File: src/rtl/cnt_pkg.sv
package cnt_pkg;
  typedef enum logic [1:0] {
    OP_HOLD = 2'd0,
    OP_INC  = 2'd1,
    OP_LOAD = 2'd2
  } cnt_op_e;
endpackage

File: src/rtl/cnt_decode.sv
module cnt_decode
  import cnt_pkg::*;
(
  input  logic    load_ni,
  input  logic    cnt_en_ni,
  input  logic    reload_i,
  input  logic    tc_n_i,
  output cnt_op_e op_o
);
  always_comb begin
    if (!load_ni)                 op_o = OP_LOAD;
    else if (cnt_en_ni)           op_o = OP_HOLD;
    else if (reload_i && !tc_n_i) op_o = OP_LOAD;  // terminal-count feedback
    else                          op_o = OP_INC;
  end
endmodule

File: src/rtl/cnt_tc_detect.sv
module cnt_tc_detect #(
  parameter int unsigned WIDTH = 8
) (
  input  logic [WIDTH-1:0] cnt_i,
  output logic             tc_no
);
  localparam int unsigned NIB    = 4;
  localparam int unsigned GROUPS = (WIDTH + NIB - 1) / NIB;
  localparam int unsigned PADW   = GROUPS * NIB;

  logic [PADW-1:0]   cnt_pad;
  logic [GROUPS-1:0] grp_ones;

  // unused upper bits are padded with ones so they never block the match
  always_comb begin
    cnt_pad = '1;
    cnt_pad[WIDTH-1:0] = cnt_i;
  end

  for (genvar g = 0; g < GROUPS; g++) begin : g_grp
    assign grp_ones[g] = &cnt_pad[g*NIB +: NIB];
  end

  assign tc_no = ~&grp_ones;
endmodule

File: src/rtl/cnt_state.sv
module cnt_state
  import cnt_pkg::*;
#(
  parameter int unsigned WIDTH = 8
) (
  input  logic             clk_i,
  input  logic             rst_ni,
  input  cnt_op_e          op_i,
  input  logic [WIDTH-1:0] preset_i,
  input  logic             load_ni,
  input  logic             cnt_en_ni,
  input  logic             reload_i,
  output logic [WIDTH-1:0] cnt_o
);
  localparam logic [WIDTH-1:0] ONE  = WIDTH'(1);
  localparam logic [WIDTH-1:0] ONES = '1;

  logic [WIDTH-1:0] cnt_q, cnt_d;

  always_comb begin
    unique case (op_i)
      OP_LOAD: cnt_d = preset_i;
      OP_INC:  cnt_d = cnt_q + ONE;
      default: cnt_d = cnt_q;
    endcase
  end

  always_ff @(posedge clk_i or negedge rst_ni) begin
    if (!rst_ni) cnt_q <= '0;
    else         cnt_q <= cnt_d;
  end

  assign cnt_o = cnt_q;

  AST_LOAD_WINS: assert property (@(posedge clk_i) disable iff (!rst_ni)
    !load_ni |=> cnt_q == $past(preset_i));
  AST_FREE_INC: assert property (@(posedge clk_i) disable iff (!rst_ni)
    (load_ni && !cnt_en_ni && !reload_i) |=> cnt_q == $past(cnt_q) + ONE);
  AST_TC_RELOAD: assert property (@(posedge clk_i) disable iff (!rst_ni)
    (load_ni && !cnt_en_ni && reload_i && cnt_q == ONES) |=> cnt_q == $past(preset_i));
  AST_HOLD: assert property (@(posedge clk_i) disable iff (!rst_ni)
    (load_ni && cnt_en_ni) |=> $stable(cnt_q));
  AST_RST_ZERO: assert property (@(posedge clk_i)
    !rst_ni |-> cnt_q == '0);
endmodule

File: src/rtl/tc_reload_counter.sv
module tc_reload_counter
  import cnt_pkg::*;
#(
  parameter int unsigned WIDTH = 8
) (
  input  logic             clk_i,
  input  logic             rst_ni,
  input  logic             load_ni,
  input  logic             cnt_en_ni,
  input  logic             reload_i,
  input  logic [WIDTH-1:0] preset_i,
  output logic [WIDTH-1:0] count_o,
  output logic             tc_no
);
  localparam logic [WIDTH-1:0] ONES = '1;

  cnt_op_e          op;
  logic [WIDTH-1:0] cnt;
  logic             tc_n;

  cnt_decode i_decode (
    .load_ni  (load_ni),
    .cnt_en_ni(cnt_en_ni),
    .reload_i (reload_i),
    .tc_n_i   (tc_n),
    .op_o     (op)
  );

  cnt_state #(.WIDTH(WIDTH)) i_state (
    .clk_i    (clk_i),
    .rst_ni   (rst_ni),
    .op_i     (op),
    .preset_i (preset_i),
    .load_ni  (load_ni),
    .cnt_en_ni(cnt_en_ni),
    .reload_i (reload_i),
    .cnt_o    (cnt)
  );

  cnt_tc_detect #(.WIDTH(WIDTH)) i_tc (
    .cnt_i(cnt),
    .tc_no(tc_n)
  );

  assign count_o = cnt;
  assign tc_no   = tc_n;

  AST_TC_SINGLE: assert property (@(posedge clk_i) disable iff (!rst_ni)
    (!tc_no && load_ni && !cnt_en_ni && preset_i != ONES) |=> tc_no);
  AST_RST_TC_HIGH: assert property (@(posedge clk_i)
    !rst_ni |-> tc_no);
endmodule

File: config.mk
export PLATFORM = sky130hd
export DESIGN_NAME = tc_reload_counter
export DESIGN_NICKNAME = d
export VERILOG_FILES = /design/src/rtl/cnt_pkg.sv /design/src/rtl/cnt_decode.sv /design/src/rtl/cnt_tc_detect.sv /design/src/rtl/cnt_state.sv /design/src/rtl/tc_reload_counter.sv
export SDC_FILE = /design/constraint.sdc
export NUM_CORES = 1
export LEC_CHECK = 0
export ABC_AREA = 0
export BUFFER_PORTS_ARGS = -buffer_cell sky130_fd_sc_hd__buf_2
export CAP_MARGIN = 20
export CORE_AREA = 5 5 42 44
export CTS_CLUSTER_DIAMETER = 40
export DETAILED_ROUTE_END_ITERATION = 7
export DIE_AREA = 0 0 47 49
export PLACE_DENSITY_LB_ADDON = 0.12
export SETUP_SLACK_MARGIN = 0.02
export SLEW_MARGIN = 25
export SYNTH_ARGS = -nofsm -noshare
export SYNTH_HDL_FRONTEND = slang
export SYNTH_SLANG_ARGS = --single-unit
File: constraint.sdc
create_clock -name clk_i -period 1.9 [get_ports clk_i]
set_input_delay 0.285 -clock clk_i [delete_from_list [all_inputs] [get_ports clk_i]]
set_output_delay 0.285 -clock clk_i [all_outputs]
set_load 0.02 [all_outputs]
==> results.txt, run 1 <==
The clock net sink count is 8, and the post-detailed-route count of antenna-violating nets is 0. The routed length per instance was 15.2 um. The final route contains 585 vias. The min-delay analysis places its worst path in the category input pin to flop. In the routed design, unresolved DRC markers number 0. Among all flip-flop cells after synthesis, the most frequent one is dfrtp_1. The number of global-route vias before repair was 516. Across the run, the number of max-cap violations was 0. The flip-flop count of the largest register, all copies and words added is 8, and the overall overflow remaining after global route is 0.

Each instance of the synthesized netlist takes up on average 9.01 um^2. The number of cells in the finished layout apart from fillers was 99. By area the synthesized netlist is led by dfrtp_1, nand3_1, a41oi_1, o211ai_1, o221a_1. Hold-critical path depth: 2. The setup TNS was 0 ns; the die span in x was 47 um. Synthesis produced a netlist with a net count of 73. The flow ran to the end, and the final reports show no timing, DRC or antenna violations. From bottom edge to top edge, the die measures 49 um. Across the VDD grid, the largest voltage drop is 0.000322 V.

After floorplanning, the core was sized to cover 0.00140 mm^2. Along the worst path, the maximum fanout reaches 7. Data on the critical path arrives at its endpoint at 1.54 ns. Among all cell types in the netlist, the one instantiated most often is dfrtp_1. Clock-pin slew was measured on the worst setup and hold paths at 0.06 ns. The tools report the placement row count as 14. The commonest cells after synthesis are dfrtp_1, nand3_1, a21oi_1. For the max-slew violation count, the log shows 0.

TritonCTS built the clock tree. The share of layout cells above drive strength 1 is 37.3%, and the maximum achievable frequency is 549 MHz. Classification of the worst setup path: flop to output port. The floorplan step defined a die boundary enclosing 0.00230 mm^2. Entering global routing, the biggest net connects 19 pins. The first global-routing pass estimated 2.32 mm of wire.

The slew of the pin with the lowest slew margin is 0.338 ns, and the placed cell area is 653 um^2. The area growth from synthesis to final layout is 32.5%. For the worst flop-to-flop path, the logic depth is 5.

After detailed placement, the design holds a cell count of 94. Across the routed clock network, the largest skew measured is 0.00102 ns. The total clock buffers created by CTS was 3.

The logs give 0.290 nW for the static power due to leakage and 532 um^2 for the synthesized area. Post-detailed-route via-to-cell ratio: 5.91. The logs give 0 for the initial antenna violation count and 704 um^2 for the cell area after layout. The run gives 37.6% as the part of the Yosys area used for sequential elements. Clock tree synthesis selected as its root buffer the cell clkbuf_4. Once layout is complete, the utilization of the core stands at 50.3%. The run gives 0 as the antenna cell count. The clock reaches the later pin of the worst-skew pair after 0.26 ns. The number of warnings reported in the yosys synthesis log was 0.

STA classifies the critical path startpoint as a flop. Worst hold-check slack: 0.248 ns. Setup repair after global routing left no endpoint under its margin. The count of different cell masters after synthesis came out at 29.

The tools report the initial standard-cell utilization of the core as 37.9%. The post-synthesis sequential element count was 8; the number of nets in the final layout was 99. For this run, asynchronously set or reset flops after synthesis account for 100%. In this run the biggest area consumer among cell types represents 37.6% of the synthesized area. The count of buffers added on input and output ports is 21. The fraction of the cycle the final worst path needs was 95.8%; the instance count of the mapped netlist was 59.

The logs give 0.767 for the global placement routability congestion and 0 for the setup-violating endpoint count in the final report. The logs give 2 for the maximum number of buffers from clock root to sink and 13.7% for the total global-route track usage. The required time at the worst-slack endpoint came out at 1.62 ns. The tools report the type of destination of the critical path as an output port.

The headroom to the max-slew limit is 77.4%, and the top-level port count is 22. Power spread over the standard cell area amounts to 730 mW/mm^2. Counting flops with a built-in enable in the synthesized netlist gives 0. Total wirelength of the detailed-routed design: 1.50 mm.

The post-detailed-placement half-perimeter wirelength came out at 1.13 mm. The level count of the clock H-tree is 1. Summed over all instances, the cell type with the most area after synthesis is dfrtp_1.

The run gives 4 as the detailed-router iteration count before antenna repair. The first routing iteration left 15 violations. The minimum period implied by the final worst setup slack was 1.82 ns; the count of final hold-check violations was 0.
## per-stage QoR
stage	power [mW]	setup WS, ns
finish	0.515	0.0791
global route	0.544	0.0192
CTS	0.518	0.0503
detailed placement	0.370	0.235
global placement	0.372	0.235
floorplan	0.313	0.216
## logic make-up after synthesis
family | Yosys count | synth area share [%]
AOI/OAI and AO/OA | 23 | 32.9
adders and majority gates | 1 | 2.35
buffers and inverters | 5 | 3.53
DFF | 8 | 37.6
and+or+nand+nor | 22 | 23.5
## power breakdown
| group | total [mW] | switching (mW) | internal [mW] | leakage, nW |
|---|---|---|---|---|
| Combinational | 0.159 | 0.0921 | 0.0665 | 0.185 |
| Clock | 0.136 | 0.0633 | 0.0727 | 0.0138 |
| Sequential | 0.220 | 0.0289 | 0.191 | 0.0918 |
| Total | 0.515 | 0.184 | 0.330 | 0.290 |
## placed cells by master (no fill, tap or decap), types with 2 or more instances in the layout
| cell type | synthesis | final |
|---|---|---|
| o22ai_1 | 3 | 3 |
| dfrtp_1 | 8 | 8 |
| nor2b_1 | 2 | 2 |
| inv_1 | 2 | 2 |
| a41oi_1 | 3 | 3 |
| buf_4 | 0 | 2 |
| clkbuf_4 | 0 | 3 |
| nor2_1 | 3 | 3 |
| o221a_1 | 2 | 2 |
| buf_2 | 0 | 21 |
| nand2_1 | 3 | 3 |
| nand3_1 | 6 | 6 |
| o211ai_1 | 3 | 3 |
| a21oi_1 | 4 | 4 |
## routing by layer
metal	GRT usage [%]	vias to the layer above	share of wire, %
li1	-	292	-
met1	20.8	269	49
met2	17.0	20	42
met3	3.69	4	5.7
met4	6.91	0	2.8
met5	0	-	0
## worst max-delay path, stage by stage (launching register included)
cell	delay, ns
dfrtp_1	0.38
ha_2	0.25
nand4_4	0.15
or2_2	0.33
buf_2	0.16
## cell type report
type                            instances  area, um^2
Multi-Input combinational cell         46         324
Inverter                                2        7.51
Tap cell                               16        20.0
Fill cell                             142         697
Timing Repair Buffer                   24         130
Sequential cell                         8         200
Clock buffer                            3        22.5
## worst paths after layout
kind,from,end,slack [ns]
max in group asynchronous,rst_ni,i_state.cnt_o[5]$_DFFE_PN0P_,1.33
min in group asynchronous,rst_ni,i_state.cnt_o[3]$_DFFE_PN0P_,0.40
worst max register to register,i_state.cnt_o[1]$_DFFE_PN0P_,i_state.cnt_o[2]$_DFFE_PN0P_,0.27
worst min register to register,i_state.cnt_o[1]$_DFFE_PN0P_,i_state.cnt_o[1]$_DFFE_PN0P_,0.62
worst max-delay path,i_state.cnt_o[1]$_DFFE_PN0P_,tc_no,0.08
worst min-delay path,preset_i[4],i_state.cnt_o[4]$_DFFE_PN0P_,0.25
## what timing repair did
action | in CTS | in global routing
buffers inserted | 1 | 0
resized for setup | 1 | 1
endpoints found under the hold margin | 8 | 0
hold buffers | 1 | 0
endpoints found under the setup margin | 1 | 1
No activity file was read; power rests on OpenSTA's default activity.
==> inputs of run 2 (changes only) <==
--- a/config.mk
+++ b/config.mk
@@ -5,13 +5,13 @@
 export SDC_FILE = /design/constraint.sdc
 export NUM_CORES = 1
 export LEC_CHECK = 0
-export ABC_AREA = 0
+export ABC_AREA = 1
 export BUFFER_PORTS_ARGS = -buffer_cell sky130_fd_sc_hd__buf_2
 export CAP_MARGIN = 20
-export CORE_AREA = 5 5 42 44
+export CORE_MARGIN = 5
+export CORE_UTILIZATION = 48
 export CTS_CLUSTER_DIAMETER = 40
 export DETAILED_ROUTE_END_ITERATION = 7
-export DIE_AREA = 0 0 47 49
 export PLACE_DENSITY_LB_ADDON = 0.12
 export SETUP_SLACK_MARGIN = 0.02
 export SLEW_MARGIN = 25
==> constraint.sdc (replaced) <==
create_clock -name clk_i -period 1.9 [get_ports clk_i]
set_input_delay 0.38 -clock clk_i [delete_from_list [all_inputs] [get_ports clk_i]]
set_output_delay 0.38 -clock clk_i [all_outputs]
set_load 0.02 [all_outputs]
==> results.txt, run 2 <==
Critical-path maximum fanout: 5 (was 7). The startpoint kind of the worst setup timing path is a flop (unchanged). The required time at the worst-slack endpoint was 1.52 ns (was 1.62 ns).

Post-synthesis area per instance: 6.64 um^2 (was 9.01 um^2). Ordered cell list for the critical path: ha_1, inv_2, nor2_4, nand2_1, buf_2 (was ha_2, nand4_4, or2_2, buf_2). The type of the tightest min-delay check is input pin to flop (unchanged).

The tools report the number of remaining DRC errors as 0 (unchanged). The post-detailed-route via-to-cell ratio is 4.88 (was 5.91). The type of destination of the critical path was an output port (unchanged).

Routed length per instance: 10.9 um (was 15.2 um). Cell type with the largest total area after synthesis: dfrtp_1 (unchanged). The tools report the max-slew violation count as 0 (unchanged). The clock net sink count was 8 (unchanged); the power per standard cell area was 661 mW/mm^2 (was 730 mW/mm^2). The setup-violating endpoint count in the final report was 0 (unchanged); the antenna cell count was 0 (unchanged). The hold-critical path depth was 5 (was 2); the power after layout was 530 uW (was 515 uW).

The number of cells on the worst reg-to-reg path was 8 (was 5). Buffer type at the clock tree root: clkbuf_4 (unchanged). Part of the Yosys area used for sequential elements: 31.1% (was 37.6%). Leading cell types by total area after synthesis: dfrtp_1, nand2_1, nand3_1, inv_1, nor2_4 (was dfrtp_1, nand3_1, a41oi_1, o211ai_1, o221a_1).

Vertical extent of the die: 46.6 um (was 49 um). The logs give 0 (unchanged) for the number of warnings reported in the yosys synthesis log and 3 (unchanged) for the total clock buffers created by CTS. Ranking of synthesized cells by instance count: nand2_1, inv_1, nand3_1, dfrtp_1, nor2_4 (was dfrtp_1, nand3_1, a21oi_1). The final standard cell utilization of the core was 62.3% (was 50.3%); the number of placed instances, taps included was 133 (was 94).

The logs give 2 (unchanged) for the maximum number of buffers from clock root to sink and 0 (unchanged) for the max-capacitance violation count. The run gives 594 (was 516) as the number of global-route vias before repair. The run gives 132 (was 142) as the number of fill cells.

The instance count of the mapped netlist came out at 97 (was 59). The share of synthesized registers carrying an async set or reset was 100% (unchanged). The number of cells in the finished layout apart from fillers is 137 (was 99).

The area share of the largest cell type after synthesis is 31.1% (was 37.6%). The total die area is 0.00218 mm^2 (was 0.00230 mm^2), and the post-cts gate resize count is 0 (was 1). Combined buffer and inverter count along the critical path: 2 (was 1). Detailed-router iteration count before antenna repair: 4 (unchanged). The number of nets in the final layout is 138 (was 99).

The primary flip-flop cell chosen by synthesis mapping was dfrtp_1 (unchanged). Most used standard cell by instance count after synthesis: nand2_1 (was dfrtp_1). The tools report the cts-stage hold buffer count as 1 (unchanged). The clock transition at the registers of the reported paths works out to 0.05 ns (was 0.06 ns). Synthesized area: 644 um^2 (was 532 um^2). The initial detailed-routing violation count was 12 (was 15).

The global placement routability congestion is 0.781 (was 0.767). The minimum period implied by the final worst setup slack is 1.74 ns (was 1.82 ns). The most frequent standard cell in the layout excluding fill and tap cells was nand2_1 (was buf_2). The overall overflow remaining after global route was 0 (unchanged).

The tools report the endpoint of the worst register-to-register path as i_state.cnt_o[2]$_DFFE_PN0P_ (unchanged). The initial antenna violation count was 0 (unchanged). The fraction of the cycle the final worst path needs works out to 91.4% (was 95.8%). The tools report the hold-critical path endpoint as i_state.cnt_o[1]$_DFFE_PN0P_ (was i_state.cnt_o[4]$_DFFE_PN0P_).

The run gives 0 (unchanged) as the count of final hold-check violations. The setup TNS was 0 ns (unchanged); the biggest cell delay along the critical path was 0.40 ns (was 0.38 ns). The static power due to leakage is 0.464 nW (was 0.290 nW). For the arrival time at the worst endpoint, the log shows 1.36 ns (was 1.54 ns). For the wire length of the first global-routing pass, the log shows 2.50 mm (was 2.32 mm). Commonest cells after routing, fill and taps aside: nand2_1, buf_2, inv_1 (was buf_2, dfrtp_1, nand3_1). The total global-route track usage is 16.3% (was 13.7%), and the post-synthesis sequential element count is 8 (unchanged).

The critical path's slowest cell was dfrtp_1 (unchanged). Setup repair after global routing left no endpoint under its margin. The logs give 1.14 mm (was 1.13 mm) for the post-detailed-placement half-perimeter wirelength and 10 (was 19) for the maximum number of pins on one net before global-route repair. The number of enable-type register cells in the synthesized netlist works out to 0 (unchanged). The worst clock skew is 0.00319 ns (was 0.00102 ns). The reg-to-reg critical path startpoint was i_state.cnt_o[0]$_DFFE_PN0P_ (was i_state.cnt_o[1]$_DFFE_PN0P_).

The area growth from synthesis to final layout works out to 24.3% (was 32.5%). The share of layout cells above drive strength 1 is 27.0% (was 37.3%). The worst vdd rail ir drop is 0.000355 V (was 0.000322 V), and the total of buffers placed on input and output ports is 21 (unchanged). The tools report the area of the core as 0.00128 mm^2 (was 0.00140 mm^2). The die span in x is 46.6 um (was 47 um).

For the initial standard-cell utilization of the core, the log shows 50.1% (was 37.9%). Slew of the pin with the lowest slew margin: 0.263 ns (was 0.338 ns). The run gives 668 (was 585) as the via count. Count of different cell masters after synthesis: 17 (was 29). The flip-flop count of the largest register, all copies and words added works out to 8 (unchanged). The logs give 0.45 ns (was 0.27 ns) for the setup slack on the worst flop-to-flop path and 82.4% (was 77.4%) for the headroom to the max-slew limit.

The logs give 13 (was 14) for the placement row count and 1.49 mm (was 1.50 mm) for the total wirelength of the detailed-routed design. The post-detailed-route count of antenna-violating nets is 0 (unchanged). The classification of the worst setup path is flop to output port (unchanged). The run gives 0.25 ns (was 0.26 ns) as the insertion delay of the later-clocked pin in the worst-skew pair. The top-level port count came out at 22 (unchanged).

The run finished with clean final reports. The logs give 0 (was 1) for the number of buffers inserted by post-CTS setup repair and 576 MHz (was 549 MHz) for the maximum achievable frequency. Cell family with the largest share of critical-path delay: flip-flops (was simple AND/OR/NAND/NOR gates). The run gives 1 (unchanged) as the level count of the clock H-tree. TritonCTS built the clock tree. The worst hold path startpoint is preset_i[1] (was preset_i[4]). The post-synth net total was 111 (was 73).
[run 2: worst reg2reg max path, stage by stage (launching register included)]
cell,delay (ns)
dfrtp_1,0.40
ha_1,0.27
inv_2,0.08
nor2_4,0.15
nand3_4,0.14
nand2_8,0.12
nand2_1,0.06
nand3_1,0.07
nand2_1,0.06
[run 2: through the flow]
stage	cell area (um^2)	setup slack, ns	hold slack (ns)
floorplan	644	0.415	0.0844
global placement	768	0.472	0.234
detailed placement	768	0.417	0.229
CTS	801	0.149	0.428
global route	801	0.0614	0.436
finish	801	0.162	0.420
[run 2: routing by layer]
metal / vias to the layer above / GRT usage [%] / part of all wire (%)
li1: 350 / - / -
met1: 304 / 20.2 / 46
met2: 14 / 28.0 / 48
met3: 0 / 5.86 / 5.9
met4: 0 / 1.66 / 0
met5: - / 0 / 0
[run 2: layout make-up]
cell class | count | area, um^2 | area share (%)
Inverter | 17 | 66.3 | 8.28
Tap cell | 15 | 18.8 | 2.34
Sequential cell | 8 | 200 | 25.0
Multi-Input combinational cell | 72 | 378 | 47.2
Timing Repair Buffer | 22 | 115 | 14.4
Clock buffer | 3 | 22.5 | 2.81
[run 2: how the worst max path moves through the flow]
stage	from	endpoint	slack, ns	depth (start not counted)
finish	i_state.cnt_o[0]$_DFFE_PN0P_	tc_no	0.16	5
global route	i_state.cnt_o[0]$_DFFE_PN0P_	tc_no	0.06	5
CTS	i_state.cnt_o[0]$_DFFE_PN0P_	tc_no	0.15	5
detailed placement	i_state.cnt_o[0]$_DFFE_PN0P_	tc_no	0.42	5
global placement	i_state.cnt_o[0]$_DFFE_PN0P_	tc_no	0.47	5
floorplan	i_state.cnt_o[0]$_DFFE_PN0P_	tc_no	0.41	4
[run 2: report_power, final]
group / switching (mW) / total (mW) / internal [mW] / leakage [nW]
logic: 0.112 / 0.180 / 0.0686 / 0.357
registers: 0.0308 / 0.222 / 0.191 / 0.0941
clock network: 0.0552 / 0.127 / 0.0721 / 0.0138
total: 0.198 / 0.530 / 0.332 / 0.464
[run 2: kinds of logic after synthesis]
kind of cell / count (synthesis) / share of synthesized area [%]
and+or+nand+nor: 67 / 51.7
buffers and inverters: 17 / 10.3
DFF: 8 / 31.1
AOI/OAI and AO/OA: 2 / 2.33
xor gates and xnor gates: 2 / 2.72
adders and majority gates: 1 / 1.94
==> inputs of run 3 (changes only) <==
--- a/config.mk
+++ b/config.mk
@@ -13,6 +13,7 @@
 export CTS_CLUSTER_DIAMETER = 40
 export DETAILED_ROUTE_END_ITERATION = 7
 export PLACE_DENSITY_LB_ADDON = 0.12
+export RECOVER_POWER = 25
 export SETUP_SLACK_MARGIN = 0.02
 export SLEW_MARGIN = 25
 export SYNTH_ARGS = -nofsm -noshare
==> results.txt, run 3 (same netlist as run 2, synthesis figures left out) <==
The via count was 670 (was 668). The run gives 10 (unchanged) as the maximum number of pins on one net before global-route repair. TritonCTS built the clock tree. The area of the core is 0.00128 mm^2 (unchanged), and the maximum number of buffers from clock root to sink is 2 (unchanged).

The final standard cell utilization of the core came out at 62.2% (was 62.3%). Setup repair after global routing left no endpoint under its margin. The fraction of the cycle the final worst path needs is 91.4% (about the same), and the post-cts gate resize count is 0 (unchanged).

The type of the tightest min-delay check was input pin to flop (unchanged). For the setup TNS, the log shows 0 ns (unchanged). The run gives 1.49 mm (about the same) as the total wirelength of the detailed-routed design. The share of layout cells above drive strength 1 was 26.2% (was 27.0%). The run gives 0.45 ns (about the same) as the setup slack on the worst flop-to-flop path.

The tools report the clock net sink count as 8 (unchanged). The total global-route track usage is 16.3% (unchanged), and the static power due to leakage is 0.462 nW (was 0.464 nW). The area taken by multi-input logic gates was 378 um^2 (unchanged); the maximum achievable frequency was 576 MHz (about the same). The clock transition at the registers of the reported paths is 0.05 ns (about the same). Initial antenna violation count: 0 (unchanged).

The power per standard cell area is 662 mW/mm^2 (was 661 mW/mm^2). The critical-path maximum fanout was 5 (unchanged); the slew of the pin with the lowest slew margin was 0.434 ns (was 0.263 ns). The minimum period implied by the final worst setup slack is 1.74 ns (about the same), and the post-detailed-route via-to-cell ratio is 4.89 (was 4.88). The number of remaining DRC errors was 0 (unchanged).

The vertical extent of the die is 46.6 um (unchanged), and the post-detailed-route count of antenna-violating nets is 0 (unchanged). The logs give 22 (unchanged) for the top-level port count and 0.417 ns (unchanged) for the setup slack at placement. The initial detailed-routing violation count was 11 (was 12). For the arrival time at the worst endpoint, the log shows 1.36 ns (about the same). The logs give 1 (unchanged) for the cts-stage hold buffer count and 1.52 ns (about the same) for the required time at the worst-slack endpoint.

The run gives 0.781 (unchanged) as the global placement routability congestion. For the worst hold-check slack, the log shows 0.420 ns (about the same). Buffer type at the clock tree root: clkbuf_4 (unchanged). The tools report the insertion delay of the later-clocked pin in the worst-skew pair as 0.25 ns (about the same).

The total clock buffers created by CTS came out at 3 (unchanged). For the overall overflow remaining after global route, the log shows 0 (unchanged). The most frequent standard cell in the layout excluding fill and tap cells was nand2_1 (unchanged). The tools report the number of buffers inserted by post-CTS setup repair as 0 (unchanged). Commonest cells after routing, fill and taps aside: nand2_1, buf_2, inv_1 (unchanged).

The tools report the antenna cell count as 0 (unchanged). For the worst clock skew, the log shows 0.00319 ns (unchanged). For the placement row count, the log shows 13 (unchanged). The count of final hold-check violations came out at 0 (unchanged). The tools report the total die area as 0.00218 mm^2 (unchanged). The max-slew violation count is 0 (unchanged), and the power share of the sequential group is 42.0% (was 41.9%). The cell family with the largest share of critical-path delay is flip-flops (unchanged). The run gives 71.0% (was 82.4%) as the headroom to the max-slew limit. The number of cells in the finished layout apart from fillers was 137 (unchanged). The clock group share of total power came out at 24.1% (was 24.0%). The tools report the type of destination of the critical path as an output port (unchanged). The logs give 594 (unchanged) for the number of global-route vias before repair and 34.0% (about the same) for the combinational share of power.

The area growth from synthesis to final layout was 24.1% (was 24.3%). The level count of the clock H-tree is 1 (unchanged). The max-capacitance violation count came out at 0 (unchanged). Ordered cell list for the critical path: ha_1, inv_2, nor2_4, nand2_1, buf_2 (unchanged). The biggest cell delay along the critical path came out at 0.40 ns (about the same). The critical path's slowest cell is dfrtp_1 (unchanged). The power spent charging and discharging nets was 197 uW (was 198 uW). The flip-flop count of the largest register, all copies and words added works out to 8 (unchanged).

The switching share of power was 37.3% (about the same); the routed length per instance was 10.8 um (was 10.9 um). The die span in x was 46.6 um (unchanged). The wire length of the first global-routing pass was 2.50 mm (unchanged); the worst vdd rail ir drop was 0.000355 V (about the same). The classification of the worst setup path is flop to output port (unchanged). The combined buffer and inverter count along the critical path is 2 (unchanged). The number of fill cells is 133 (was 132). Startpoint kind of the worst setup timing path: a flop (unchanged). For the cell-internal power, the log shows 332 uW (about the same).

For the post-detailed-placement half-perimeter wirelength, the log shows 1.14 mm (unchanged). The final worst setup slack is 0.162 ns (about the same), and the total of buffers placed on input and output ports is 21 (unchanged). The tools report the setup-violating endpoint count in the final report as 0 (unchanged). For the number of placed instances, taps included, the log shows 133 (unchanged). The tools report the initial standard-cell utilization of the core as 50.1% (unchanged). Register area: 200 um^2 (unchanged). The flow ran to the end, and the final reports show no timing, DRC or antenna violations. The logs give 4 (unchanged) for the detailed-router iteration count before antenna repair and 138 (unchanged) for the number of nets in the final layout.
==> run 3: changes by cell type in the layout (fill, tap and decap cells not counted) <==
cell	change
buf_2	-1
clkbuf_1	+1
==> run 3: worst paths after layout <==
| kind | from | endpoint | depth (start not counted) |
|---|---|---|---|
| worst max-delay path | i_state.cnt_o[0]$_DFFE_PN0P_ | tc_no | 5 |
| min in group asynchronous | rst_ni | i_state.cnt_o[7]$_DFFE_PN0P_ | 2 |
| max in group asynchronous | rst_ni | i_state.cnt_o[1]$_DFFE_PN0P_ | 2 |
| worst max register to register | i_state.cnt_o[0]$_DFFE_PN0P_ | i_state.cnt_o[2]$_DFFE_PN0P_ | 8 |
| worst min-delay path | preset_i[1] | i_state.cnt_o[1]$_DFFE_PN0P_ | 5 |
| worst min register to register | i_state.cnt_o[1]$_DFFE_PN0P_ | i_state.cnt_o[1]$_DFFE_PN0P_ | 2 |
==> run 3: final cells by class <==
class / count / share of cell area (%)
Multi-Input combinational cell: 72 / 47.3
Tap cell: 15 / 2.35
Timing Repair Buffer: 22 / 14.2
Inverter: 17 / 8.29
Sequential cell: 8 / 25.0
Clock buffer: 3 / 2.82
==> run 3: metrics by stage <==
step | cell area (um^2) | power [mW]
6_report | 800 | 0.529
3_3_place_gp | 768 | 0.400
4_1_cts | 801 | 0.533
3_5_place_dp | 768 | 0.404
5_1_grt | 800 | 0.567
2_1_floorplan | 644 | 0.342
==> run 3: worst reg2reg max path: stages, from the launching register on <==
cell and delay, ns:
dfrtp_1 0.40, ha_1 0.27, inv_2 0.08, nor2_4 0.15, nand3_4 0.14, nand2_8 0.12, nand2_1 0.06, nand3_1 0.07
nand2_1 0.06
==> run 3: layer usage <==
layer  routed length (um)  track usage [%]  part of all wire, %
met1                  684             20.2                   46
met2                  712             28.0                   48
met3                   88             5.86                  5.9
met4                    0             1.66                    0
met5                    0                0                    0
==> run 3: power groups by stage <==
stage	clock network [mW]	registers, mW	logic (mW)
finish	0.127	0.222	0.180
global route	0.139	0.227	0.201
CTS	0.129	0.222	0.183
detailed placement	0	0.224	0.180
global placement	0	0.223	0.176
floorplan	0	0.245	0.0977
